===== config.mk =====
export PLATFORM = sky130hd
export DESIGN_NAME = spi_fifo_master
export DESIGN_NICKNAME = d
export VERILOG_FILES = /design/src/rtl/spi_fifo_pkg.sv /design/src/rtl/spi_fifo_queue.sv /design/src/rtl/spi_fifo_dp.sv /design/src/rtl/spi_fifo_ctrl.sv /design/src/rtl/spi_fifo_master.sv
export SDC_FILE = /design/constraint.sdc
export NUM_CORES = 2
export LEC_CHECK = 0
export CORE_MARGIN = 5
export CORE_UTILIZATION = 60
export DETAILED_ROUTE_END_ITERATION = 10
export GPL_ROUTABILITY_DRIVEN = 1
export PLACE_DENSITY = 0.75
export SYNTH_ARGS = -nofsm -noshare
export SYNTH_HDL_FRONTEND = slang
export SYNTH_SLANG_ARGS = --single-unit

===== constraint.sdc =====
create_clock -name clk -period 5.2 [get_ports clk]
set_input_delay 0.52 -clock clk [delete_from_list [all_inputs] [get_ports clk]]
set_output_delay 0.52 -clock clk [all_outputs]
set_load 0.005 [all_outputs]

===== src/rtl/spi_fifo_pkg.sv =====
package spi_fifo_pkg;
  localparam int NUM_CS = 4;
  localparam int BUS_W  = 32;
  localparam int DIV_W  = 20;

  localparam logic [2:0] IDX_RXDATA = 3'd0;
  localparam logic [2:0] IDX_TXDATA = 3'd1;
  localparam logic [2:0] IDX_CTRL   = 3'd2;
  localparam logic [2:0] IDX_CFG    = 3'd3;
  localparam logic [2:0] IDX_IRQEN  = 3'd4;
  localparam logic [2:0] IDX_STATUS = 3'd5;

  typedef enum logic [2:0] {
    ST_IDLE, ST_LOAD, ST_SHIFT, ST_WEND, ST_GAP
  } seqState_t;

  // strobes from sequencer to datapath
  typedef struct packed {
    logic txPush;
    logic txPop;
    logic rxPush;
    logic rxPop;
    logic load;
    logic prime;
    logic shiftOut;
    logic sampleIn;
  } dpStrobe_t;
endpackage


===== src/rtl/spi_fifo_queue.sv =====
module spi_fifo_queue #(
  parameter int WIDTH = 32,
  parameter int DEPTH = 64
) (
  input  logic             clk,
  input  logic             rstN,
  input  logic             push,
  input  logic             pop,
  input  logic [WIDTH-1:0] wdata,
  output logic [WIDTH-1:0] rdata,
  output logic             empty,
  output logic             full
);
  localparam int AW = $clog2(DEPTH);

  logic [WIDTH-1:0] mem [DEPTH];
  logic [AW-1:0]    wrPtr, rdPtr;
  logic [AW:0]      count;
  logic             doPush, doPop;

  assign empty  = (count == '0);
  assign full   = (count == (AW+1)'(DEPTH));
  assign doPush = push && !full;
  assign doPop  = pop && !empty;
  assign rdata  = mem[rdPtr];

  always_ff @(posedge clk) begin
    if (doPush) mem[wrPtr] <= wdata;
  end

  always_ff @(posedge clk) begin
    if (!rstN) begin
      wrPtr <= '0;
      rdPtr <= '0;
      count <= '0;
    end else begin
      if (doPush) wrPtr <= wrPtr + 1'b1;
      if (doPop)  rdPtr <= rdPtr + 1'b1;
      if (doPush && !doPop)      count <= count + 1'b1;
      else if (doPop && !doPush) count <= count - 1'b1;
    end
  end

  // occupancy never exceeds the depth
  assert_no_overflow_R2: assert property (@(posedge clk) disable iff (!rstN)
    count <= (AW+1)'(DEPTH));
  // popping the only word leaves the queue empty
  assert_last_pop_empties_R3: assert property (@(posedge clk) disable iff (!rstN)
    (pop && !push && count == (AW+1)'(1)) |=> empty);
endmodule


===== src/rtl/spi_fifo_dp.sv =====
module spi_fifo_dp
  import spi_fifo_pkg::*;
#(
  parameter int DATA_W = 32,
  parameter int DEPTH  = 64,
  parameter int BITS_W = 6
) (
  input  logic              clk,
  input  logic              rstN,
  input  dpStrobe_t         strobe,
  input  logic [DATA_W-1:0] txWord,
  input  logic [BITS_W-1:0] wordBits,
  input  logic              misoIn,
  output logic              mosiOut,
  output logic [DATA_W-1:0] rxWord,
  output logic              txEmpty,
  output logic              txFull,
  output logic              rxEmpty,
  output logic              rxFull
);
  logic [DATA_W-1:0] txHead, txShift, rxShift, aligned;
  logic [BITS_W-1:0] shAmt;

  assign shAmt   = BITS_W'(DATA_W) - wordBits;
  assign aligned = txHead << shAmt;

  spi_fifo_queue #(.WIDTH(DATA_W), .DEPTH(DEPTH)) txQ (
    .clk(clk), .rstN(rstN), .push(strobe.txPush), .pop(strobe.txPop),
    .wdata(txWord), .rdata(txHead), .empty(txEmpty), .full(txFull));

  spi_fifo_queue #(.WIDTH(DATA_W), .DEPTH(DEPTH)) rxQ (
    .clk(clk), .rstN(rstN), .push(strobe.rxPush), .pop(strobe.rxPop),
    .wdata(rxShift), .rdata(rxWord), .empty(rxEmpty), .full(rxFull));

  always_ff @(posedge clk) begin
    if (!rstN) begin
      txShift <= '0;
      rxShift <= '0;
      mosiOut <= 1'b0;
    end else if (strobe.load) begin
      rxShift <= '0;
      if (strobe.prime) begin
        mosiOut <= aligned[DATA_W-1];
        txShift <= aligned << 1;
      end else begin
        txShift <= aligned;
      end
    end else begin
      if (strobe.shiftOut) begin
        mosiOut <= txShift[DATA_W-1];
        txShift <= txShift << 1;
      end
      if (strobe.sampleIn) rxShift <= {rxShift[DATA_W-2:0], misoIn};
    end
  end

  // the sequencer only loads when a word is queued
  assert_load_has_word_R5: assert property (@(posedge clk) disable iff (!rstN)
    strobe.load |-> !txEmpty);
endmodule


===== src/rtl/spi_fifo_ctrl.sv =====
module spi_fifo_ctrl
  import spi_fifo_pkg::*;
#(
  parameter int DATA_W = 32,
  parameter int BITS_W = 6
) (
  input  logic              clk,
  input  logic              rstN,
  input  logic              busSel,
  input  logic              busWrite,
  input  logic [2:0]        busWordAddr,
  input  logic [BUS_W-1:0]  busWdata,
  output logic [BUS_W-1:0]  busRdata,
  input  logic              txEmpty,
  input  logic              txFull,
  input  logic              rxEmpty,
  input  logic              rxFull,
  input  logic [DATA_W-1:0] rxWord,
  output dpStrobe_t         strobe,
  output logic [BITS_W-1:0] wordBits,
  output logic              sclk,
  output logic [NUM_CS-1:0] csLines,
  output logic              irq
);
  localparam int EDGE_W = BITS_W + 1;

  seqState_t         state;
  logic [BUS_W-1:0]  ctrlReg;
  logic [15:0]       cfgReg;
  logic              xch, ieTx, ieRx, ovf, csOn, sclkPhase;
  logic [EDGE_W-1:0] edgeCnt;
  logic [DIV_W-1:0]  divCnt, divLimit;
  logic [1:0]        csSel;
  logic              cpha, cpol, holdSel, start, tick, lastEdge, leading;
  logic              wrEn, rdEn, ovfClr;

  assign wrEn   = busSel && busWrite;
  assign rdEn   = busSel && !busWrite;
  assign ovfClr = wrEn && busWordAddr == IDX_STATUS && busWdata[7];

  assign csSel    = ctrlReg[19:18];
  assign cpha     = cfgReg[csSel];
  assign cpol     = cfgReg[4 + csSel];
  assign holdSel  = cfgReg[8 + csSel];
  assign start    = xch && ctrlReg[0] && ctrlReg[4 + csSel];
  assign wordBits = (ctrlReg[31:20] >= 12'(DATA_W)) ? BITS_W'(DATA_W)
                                                   : BITS_W'(ctrlReg[31:20]) + BITS_W'(1);
  assign divLimit = (DIV_W'(ctrlReg[15:12]) + DIV_W'(1)) << ctrlReg[11:8];
  assign tick     = (divCnt == divLimit - DIV_W'(1));
  assign lastEdge = (edgeCnt == {wordBits, 1'b0} - EDGE_W'(1));
  assign leading  = !edgeCnt[0];

  assign sclk = sclkPhase ^ cpol;
  assign irq  = (ieTx && txEmpty) || (ieRx && !rxEmpty);

  for (genvar i = 0; i < NUM_CS; i++) begin : g_cs
    assign csLines[i] = (csOn && csSel == 2'(i)) ? cfgReg[12 + i] : !cfgReg[12 + i];
  end

  always_comb begin
    strobe        = '0;
    strobe.txPush = wrEn && busWordAddr == IDX_TXDATA;
    strobe.rxPop  = rdEn && busWordAddr == IDX_RXDATA;
    case (state)
      ST_LOAD: begin
        strobe.txPop = 1'b1;
        strobe.load  = 1'b1;
        strobe.prime = !cpha;
      end
      ST_SHIFT: if (tick) begin
        strobe.shiftOut = (leading == cpha);
        strobe.sampleIn = (leading != cpha);
      end
      ST_WEND: strobe.rxPush = 1'b1;
      default: ;
    endcase
  end

  always_comb begin
    case (busWordAddr)
      IDX_RXDATA: busRdata = rxEmpty ? '0 : BUS_W'(rxWord);
      IDX_CTRL:   busRdata = {ctrlReg[31:3], xch, ctrlReg[1:0]};
      IDX_CFG:    busRdata = {16'b0, cfgReg};
      IDX_IRQEN:  busRdata = {28'b0, ieRx, 2'b0, ieTx};
      IDX_STATUS: busRdata = {24'b0, ovf, 3'b0, !rxEmpty, 1'b0, txFull, txEmpty};
      default:    busRdata = '0;
    endcase
  end

  always_ff @(posedge clk) begin
    if (!rstN) begin
      state     <= ST_IDLE;
      ctrlReg   <= '0;
      cfgReg    <= '0;
      xch       <= 1'b0;
      ieTx      <= 1'b0;
      ieRx      <= 1'b0;
      ovf       <= 1'b0;
      csOn      <= 1'b0;
      sclkPhase <= 1'b0;
      edgeCnt   <= '0;
      divCnt    <= '0;
    end else begin
      if (wrEn && busWordAddr == IDX_CTRL) begin
        ctrlReg <= busWdata;
        xch     <= xch || busWdata[2];
      end
      if (wrEn && busWordAddr == IDX_CFG) cfgReg <= busWdata[15:0];
      if (wrEn && busWordAddr == IDX_IRQEN) begin
        ieTx <= busWdata[0];
        ieRx <= busWdata[3];
      end
      if (ovfClr) ovf <= 1'b0;

      case (state)
        ST_IDLE: if (start) begin
          if (txEmpty) xch <= 1'b0;
          else         state <= ST_LOAD;
        end
        ST_LOAD: begin
          csOn    <= 1'b1;
          edgeCnt <= '0;
          divCnt  <= '0;
          state   <= ST_SHIFT;
        end
        ST_SHIFT: begin
          if (tick) begin
            divCnt    <= '0;
            sclkPhase <= !sclkPhase;
            edgeCnt   <= edgeCnt + EDGE_W'(1);
            if (lastEdge) state <= ST_WEND;
          end else begin
            divCnt <= divCnt + DIV_W'(1);
          end
        end
        ST_WEND: begin
          if (rxFull) ovf <= 1'b1;
          if (txEmpty) begin
            xch   <= 1'b0;
            csOn  <= 1'b0;
            state <= ST_IDLE;
          end else if (holdSel) begin
            state <= ST_LOAD;
          end else begin
            csOn   <= 1'b0;
            divCnt <= '0;
            state  <= ST_GAP;
          end
        end
        ST_GAP: begin
          if (tick) state <= ST_LOAD;
          else      divCnt <= divCnt + DIV_W'(1);
        end
        default: state <= ST_IDLE;
      endcase
    end
  end

  // a burst in progress keeps the request bit set
  assert_busy_holds_request_R5: assert property (@(posedge clk) disable iff (!rstN)
    (state != ST_IDLE) |-> xch);
  // between bursts the clock rests at its idle level
  assert_clock_idle_level_R8: assert property (@(posedge clk) disable iff (!rstN)
    (state == ST_IDLE) |-> (sclk == cpol));
  // at most one select line at its active level
  assert_single_select_R9: assert property (@(posedge clk) disable iff (!rstN)
    $onehot0(csLines ^ ~cfgReg[15:12]));
  // the overrun flag is sticky until cleared
  assert_overrun_sticky_R12: assert property (@(posedge clk) disable iff (!rstN)
    (ovf && !ovfClr) |=> ovf);
endmodule


===== src/rtl/spi_fifo_master.sv =====
module spi_fifo_master
  import spi_fifo_pkg::*;
#(
  parameter int DATA_W = 32,
  parameter int DEPTH  = 64
) (
  input  logic        clk,
  input  logic        rstN,
  input  logic        busSel,
  input  logic        busWrite,
  input  logic [2:0]  busWordAddr,
  input  logic [31:0] busWdata,
  output logic [31:0] busRdata,
  output logic        sclk,
  output logic        mosi,
  input  logic        miso,
  output logic [3:0]  csLines,
  output logic        irq
);
  localparam int BITS_W = $clog2(DATA_W + 1);

  dpStrobe_t         strobe;
  logic [BITS_W-1:0] wordBits;
  logic [DATA_W-1:0] rxWord;
  logic              txEmpty, txFull, rxEmpty, rxFull;

  spi_fifo_ctrl #(.DATA_W(DATA_W), .BITS_W(BITS_W)) ctrl (
    .clk(clk), .rstN(rstN), .busSel(busSel), .busWrite(busWrite),
    .busWordAddr(busWordAddr), .busWdata(busWdata), .busRdata(busRdata),
    .txEmpty(txEmpty), .txFull(txFull), .rxEmpty(rxEmpty), .rxFull(rxFull),
    .rxWord(rxWord), .strobe(strobe), .wordBits(wordBits), .sclk(sclk),
    .csLines(csLines), .irq(irq));

  spi_fifo_dp #(.DATA_W(DATA_W), .DEPTH(DEPTH), .BITS_W(BITS_W)) dp (
    .clk(clk), .rstN(rstN), .strobe(strobe), .txWord(DATA_W'(busWdata)),
    .wordBits(wordBits), .misoIn(miso), .mosiOut(mosi), .rxWord(rxWord),
    .txEmpty(txEmpty), .txFull(txFull), .rxEmpty(rxEmpty), .rxFull(rxFull));
endmodule


Word-level counts from Yosys, hierarchy flattened
Memory sizes are Yosys's and may differ from the RTL's. A register that Yosys moved wholly into a read port is not among the register bits.
Cells that the tools add are included.
{"block": "word_totals", "ram_bits": 4096, "latchBits": 0, "wordCells": 200, "rom_bits": 0, "n_memories": 2, "in_bits": 40, "reg_bits": 187, "out_inout_bits": 39}
{"block": "classes", "eq_ne": 28, "shifts": 2, "add_sub_neg": 17, "n_div": 0, "bitwise": 2, "n_reduce_logical": 61, "multipliers": 0, "order_cmp": 5, "muxes": 63}
{"name": "dp.rxQ.mem", "words": 64, "width": 32, "rd": 1, "rd_ports_with_merged_regs": 1, "wr": 1, "line": "spi_fifo_queue.sv:16", "source": "logic [WIDTH-1:0] mem [DEPTH];"}
{"name": "dp.txQ.mem", "words": 64, "width": 32, "rd": 1, "rd_ports_with_merged_regs": 1, "wr": 1, "line": "spi_fifo_queue.sv:16"}
{"operator": "$pmux W32 S5", "n": 1}
{"operator": "$mux W32", "n": 4}
{"operator": "$mux W20", "n": 4}
{"operator": "$pmux W20 S4", "n": 1}
{"operator": "$lt A32 B5 Y1 const B", "n": 2}
{"operator": "$mux W7", "n": 5}
{"operator": "$lt A32 B6 Y1 const B", "n": 1}
{"operator": "$shl A32 B6 Y32", "n": 1}
{"operator": "$add A6 B1 Y6 const B", "n": 5}
{"operator": "$mux W6", "n": 5}
{"operator": "$logic_and A1 B1 Y1", "n": 25}
{"operator": "$mux W1", "n": 25}
{"operator": "$add A7 B1 Y7 const B", "n": 3}
{"operator": "$mux W3", "n": 7}
{"operator": "$sub A7 B1 Y7 const B", "n": 3}
{"operator": "$add A20 B1 Y20 const B", "n": 1}
{"operator": "$eq A20 B20 Y1", "n": 1}
{"operator": "$shl A20 B4 Y20", "n": 1}
{"operator": "$sub A20 B1 Y20 const B", "n": 1}
{"operator": "$logic_not A1 Y1", "n": 16}
{"operator": "$pmux W3 S5", "n": 1}
{"operator": "$eq A7 B7 Y1 const B", "n": 2}
{"operator": "$logic_not A7 Y1", "n": 2}
{"operator": "$pmux W7 S2", "n": 1}
{"operator": "other kinds (33)", "n": 60}

Depth between registers and ports, before layout
{"block": "depth", "depth_word": 8, "ltp_mapped": 21, "mapped_depth_nobuf": 17}

Modules after synthesis
A second synthesis with hierarchy kept.
{"block": "hier_totals", "cells_unflattened": 8275, "area_unflattened_um2": 169147.2}
{"module": "spi_fifo_queue (dp.txQ)", "seq_area_each_um2": 61999.5, "area_per_inst_um2": 78963.2, "n_inst": 1, "cells_per_inst": 3420}
{"module": "spi_fifo_queue (dp.rxQ)", "seq_area_each_um2": 61999.5, "area_per_inst_um2": 78923.2, "n_inst": 1, "cells_per_inst": 3437}
{"module": "spi_fifo_ctrl", "seq_area_each_um2": 1661.6, "area_per_inst_um2": 6363.6, "n_inst": 1, "cells_per_inst": 864}
{"module": "spi_fifo_dp", "seq_area_each_um2": 1301.2, "area_per_inst_um2": 4897.2, "n_inst": 1, "cells_per_inst": 554}

Least setup slack after synthesis
OpenSTA, ideal clock, no wires.
{"block": "synth_path", "kind": "register to register", "startpoint": "reg ctrl.ctrlReg[13]", "endpoint": "reg dp.txShift[11]", "setup_ns": 0.119, "t_arrival_ns": 4.666, "slack_ns": 0.415, "path_stages_with_launch": 16, "period_less_slack_ns": 4.785, "required_time_ns": 5.081, "path_buffers": 4, "path_cell_list": "dfxtp_1 > ha_1 > nor2b_1 > clkbuf_1 > or2_2 > a32o_1 > or3b_4 > or4_4 > a32o_1 > or4_1 > or4_1 > buf_2 > or3_1 > buf_2 > buf_2 > o221a_2"}
{"block": "synth_between", "elab_chain_len": 7}
{"element": "start, declared", "line": "spi_fifo_ctrl.sv:28", "source": "logic [BUS_W-1:0] ctrlReg;"}
{"element": "start signal, assigned", "line": "spi_fifo_ctrl.sv:105", "source": "ctrlReg <= busWdata;"}
{"element": "$add A4 B1 Y5", "line": "spi_fifo_ctrl.sv:48", "source": "assign divLimit = (DIV_W'(ctrlReg[15:12]) + DIV_W'(1)) << ctrlReg[11:8];"}
{"element": "$shl A20 B4 Y20", "line": "spi_fifo_ctrl.sv:48"}
{"element": "$sub A20 B1 Y20", "line": "spi_fifo_ctrl.sv:49", "source": "assign tick = (divCnt == divLimit - DIV_W'(1));"}
{"element": "$eq A20 B20 Y1", "line": "spi_fifo_ctrl.sv:49"}
{"element": "$mux W2", "line": "spi_fifo_ctrl.sv:70", "source": "ST_SHIFT: if (tick) begin"}
{"element": "$mux W2", "line": "spi_fifo_ctrl.sv:64", "source": "case (state)"}
{"element": "$reduce_bool A2 Y1 (no line)"}
{"element": "end signal, assigned", "line": "spi_fifo_dp.sv:44", "source": "txShift <= aligned << 1;"}
{"element": "end signal, assigned", "line": "spi_fifo_dp.sv:46", "source": "txShift <= aligned;"}
{"element": "end signal, assigned", "line": "spi_fifo_dp.sv:51", "source": "txShift <= txShift << 1;"}
{"element": "end, declared", "line": "spi_fifo_dp.sv:21", "source": "logic [DATA_W-1:0] txHead, txShift, rxShift, aligned;"}
No other way between the ends.
A chain may end at the register's enable or synchronous reset.

==> impl_metrics.json <==
{
  "peakVddDrop_mv": 0.475,
  "ys_seq_area_share_pct": 74.9,
  "cp-start-kind": "flip-flop",
  "drc": 0,
  "grt_pass1_wl_mm": 693,
  "cts.sinks": 4294,
  "final_cell_mix": "edfxtp_1 (4,096), mux4_2 (936), mux2i_1 (628)",
  "required_ps": 4680,
  "synth_cell_types": 88,
  "die_x_um": 541,
  "synth_flop_cell": "edfxtp_1",
  "r2r_start": "ctrl.ctrlReg[12]",
  "synth_edf_count": 4096,
  "hold_path.class": "in -> reg",
  "syn_avg_cell_area_um2": 19.7,
  "p_per_area_mw_per_mm2": 353,
  "fp.dieH_um": 541,
  "stdcell_count": 13300,
  "cts_tree": "built",
  "fin_util_pct": 68.5,
  "area_delta_synth_final_pct": 14.0,
  "grt.overflow.total": 0,
  "placed_cells": 12500,
  "yosys_register_bits": 4294,
  "grt.busiest_layer": "met2",
  "critPathMaxFanout": 18,
  "fin_crit_ps": 5140,
  "slew_viol_final": 0,
  "fin_crit_sh_pct": 98.9,
  "ant_nets": 0,
  "grt_use_met3_pct": 7.31,
  "io_buffers": 78,
  "wl_per_cell_um": 37.2,
  "met1_usage_pct": 42.9,
  "p_total_mw": 68.3,
  "crit_path_top_delay_cell": "mux4_2",
  "core_mm2": 0.282,
  "crit_type": "reg -> out",
  "std_cell_rows": 195,
  "synthArstFlopShare_pct": 0,
  "fillers": 16800,
  "final.setup_skew_ps": 107,
  "maxCapViolations": 0,
  "insertion_delay_ps": 970,
  "grt_max_degree": 87,
  "path_buf_inv": 4,
  "max_stage_delay_ps": 530,
  "antenna_found_initial": 20,
  "initial_utilization_pct": 60.1,
  "cp.arrival_ps": 4620,
  "num_io_pins": 79,
  "root_buffer": "clkbuf_16",
  "netlist_instances": 8596,
  "cp-end-kind": "output port",
  "path_delay_family": "multiplexers",
  "drive_gt1_share_pct": 25.6,
  "synth_nets": 8661,
  "place_hpwl_mm": 282,
  "p_leak_nw": 58.1,
  "vias_per_cell": 7.04,
  "max_slew_margin_pct": 6.75,
  "holdCritStartpoint": "busWdata[19]",
  "die_area_mm2": 0.293,
  "status": "completed",
  "clockBufferDepth": 4,
  "cts_buffers": 409,
  "worst_pin_slew_ps": 1400,
  "setup-violations-final": 0,
  "cts.reportedPaths.clkPinSlew_ps": 60,
  "layout_commonest_cell": "edfxtp_1",
  "hold_viol": 0,
  "place.gp.congestion": 0.925,
  "firstDrtPassIters": 9,
  "nets": 9226,
  "crit_chain": "buf_12, buf_12, buf_4, mux4_2, mux4_2, mux2i_2, nor2_1, a21oi_1, o21ai_1, clkdlybuf4s50_1",
  "rsz0062_at_grt": "true",
  "hold_ws_ps": 231,
  "syn_area_mm2": 0.169,
  "fmax_mhz": 195,
  "grt_pass1_vias": 92900,
  "ys_warn_count": 0,
  "cts_htree_levels": 5,
  "drt-initial-drc-count": 14200,
  "use_met2_pct": 53.8,
  "dr_total_vias": 93300,
  "wirelength_mm": 494,
  "grt_use_total_pct": 33.4
}
==> per-stage QoR <==
stage	setup TNS [ps]	cell area (µm²)	setup slack, ps
after floorplan	0	169000	415
after global placement	0	179000	74.2
after detailed placement	0	179000	56.0
after CTS	0	193000	8.79
after global routing	-7.80	193000	-3.94
final	0	193000	58.9
==> Yosys cell counts (all sizes together), types with 24 or more instances <==
| library cell | instances | area share [%] |
|---|---|---|
| a211oi | 42 | 0.19 |
| a21oi | 190 | 0.56 |
| a221oi | 39 | 0.20 |
| a22oi | 206 | 0.91 |
| a31oi | 29 | 0.11 |
| and2 | 33 | 0.12 |
| buf | 191 | 0.48 |
| clkbuf | 312 | 0.69 |
| dfxtp | 198 | 2.3 |
| edfxtp | 4096 | 73 |
| inv | 32 | 0.071 |
| mux2 | 50 | 0.33 |
| mux2i | 631 | 3.7 |
| mux4 | 936 | 12 |
| nand2 | 334 | 0.74 |
| nand2b | 42 | 0.16 |
| nand3 | 138 | 0.41 |
| nand4 | 41 | 0.15 |
| nor2 | 376 | 0.83 |
| nor2b | 34 | 0.13 |
| nor3 | 56 | 0.18 |
| o21ai | 96 | 0.28 |
| o221ai | 28 | 0.14 |
| o22ai | 77 | 0.28 |
| or3 | 24 | 0.089 |
| xnor2 | 39 | 0.20 |
| xor2 | 37 | 0.19 |
==> timing repair <==
action	CTS	global route
buffers inserted	9	2
pin swaps	0	2
setup endpoints to repair	30	111
hold buffers	0	0
gates resized for setup	18	28
cloned	5	7
==> metal layers <==
layer,share of wire (%),vias up
met5,0.023,-
li1,-,36700
met3,12,1460
met4,6.9,18
met2,49,7286
met1,33,47900
==> sequential cells by signal, indices dropped and copies added, names as in the netlist, 3 cells and up, named ones only <==
register and count:
ctrl.cfgReg 16, ctrl.ctrlReg 31, ctrl.divCnt 20, ctrl.edgeCnt 7
ctrl.state 3, dp.rxQ.count 7, dp.rxQ.mem 2048, dp.rxQ.rdPtr 6
dp.rxQ.wrPtr 6, dp.rxShift 32, dp.txQ.count 7, dp.txQ.mem 2048
dp.txQ.rdPtr 6, dp.txQ.wrPtr 6, dp.txShift 32
==> path summary, 6_finish.rpt <==
check	end	slack (ps)	cells past startpoint
worst max-delay path	busRdata[30]	60	10
worst min-delay path	ctrl.ctrlReg[19]	230	4
worst max register to register	dp.rxShift[2]	130	15
worst min register to register	ctrl.ctrlReg[1]	470	2
==> cells by family after synthesis <==
family          after synthesis  share of synthesized area [%]
compound gates              858                           3.46
xor+xnor                     76                          0.393
fa+ha+maj                    25                          0.193
buf+inv                     538                           1.25
flops                      4294                           74.9
mux                        1617                           16.5
simple gates               1188                           3.27
==> worst reg2reg max path: stages, from the launching register on <==
cell and delay (ps):
dfxtp_1 310, ha_1 330, and3b_1 190, a211o_4 370, a211oi_4 270, or3b_4 450
or4_4 570, a32o_1 220, or4_1 470, or4_4 560, buf_4 210, nor3_4 230
buf_12 170, buf_12 200, mux2i_1 290, nor2_1 80
==> power by group <==
group          internal [mW]  switching [mW]  total, mW
Clock                   16.7            13.1       29.8
Sequential              37.6         0.00927       37.6
Combinational          0.237           0.666      0.903
Total                   54.5            13.8       68.3
==> area by class of cell <==
class / count / area, µm² / share of cell area, %
clock inverters: 254 / 2490 / 1.29
well taps: 3743 / 4680 / 2.42
multi-input cells: 3764 / 41500 / 21.5
diodes: 11 / 27.5 / 0.0143
inverters: 35 / 135 / 0.0700
clock buffers: 501 / 10800 / 5.57
repair buffers: 657 / 6490 / 3.36
flip-flops and latches: 4294 / 127000 / 65.8
Power figures use the tool's default switching activity.
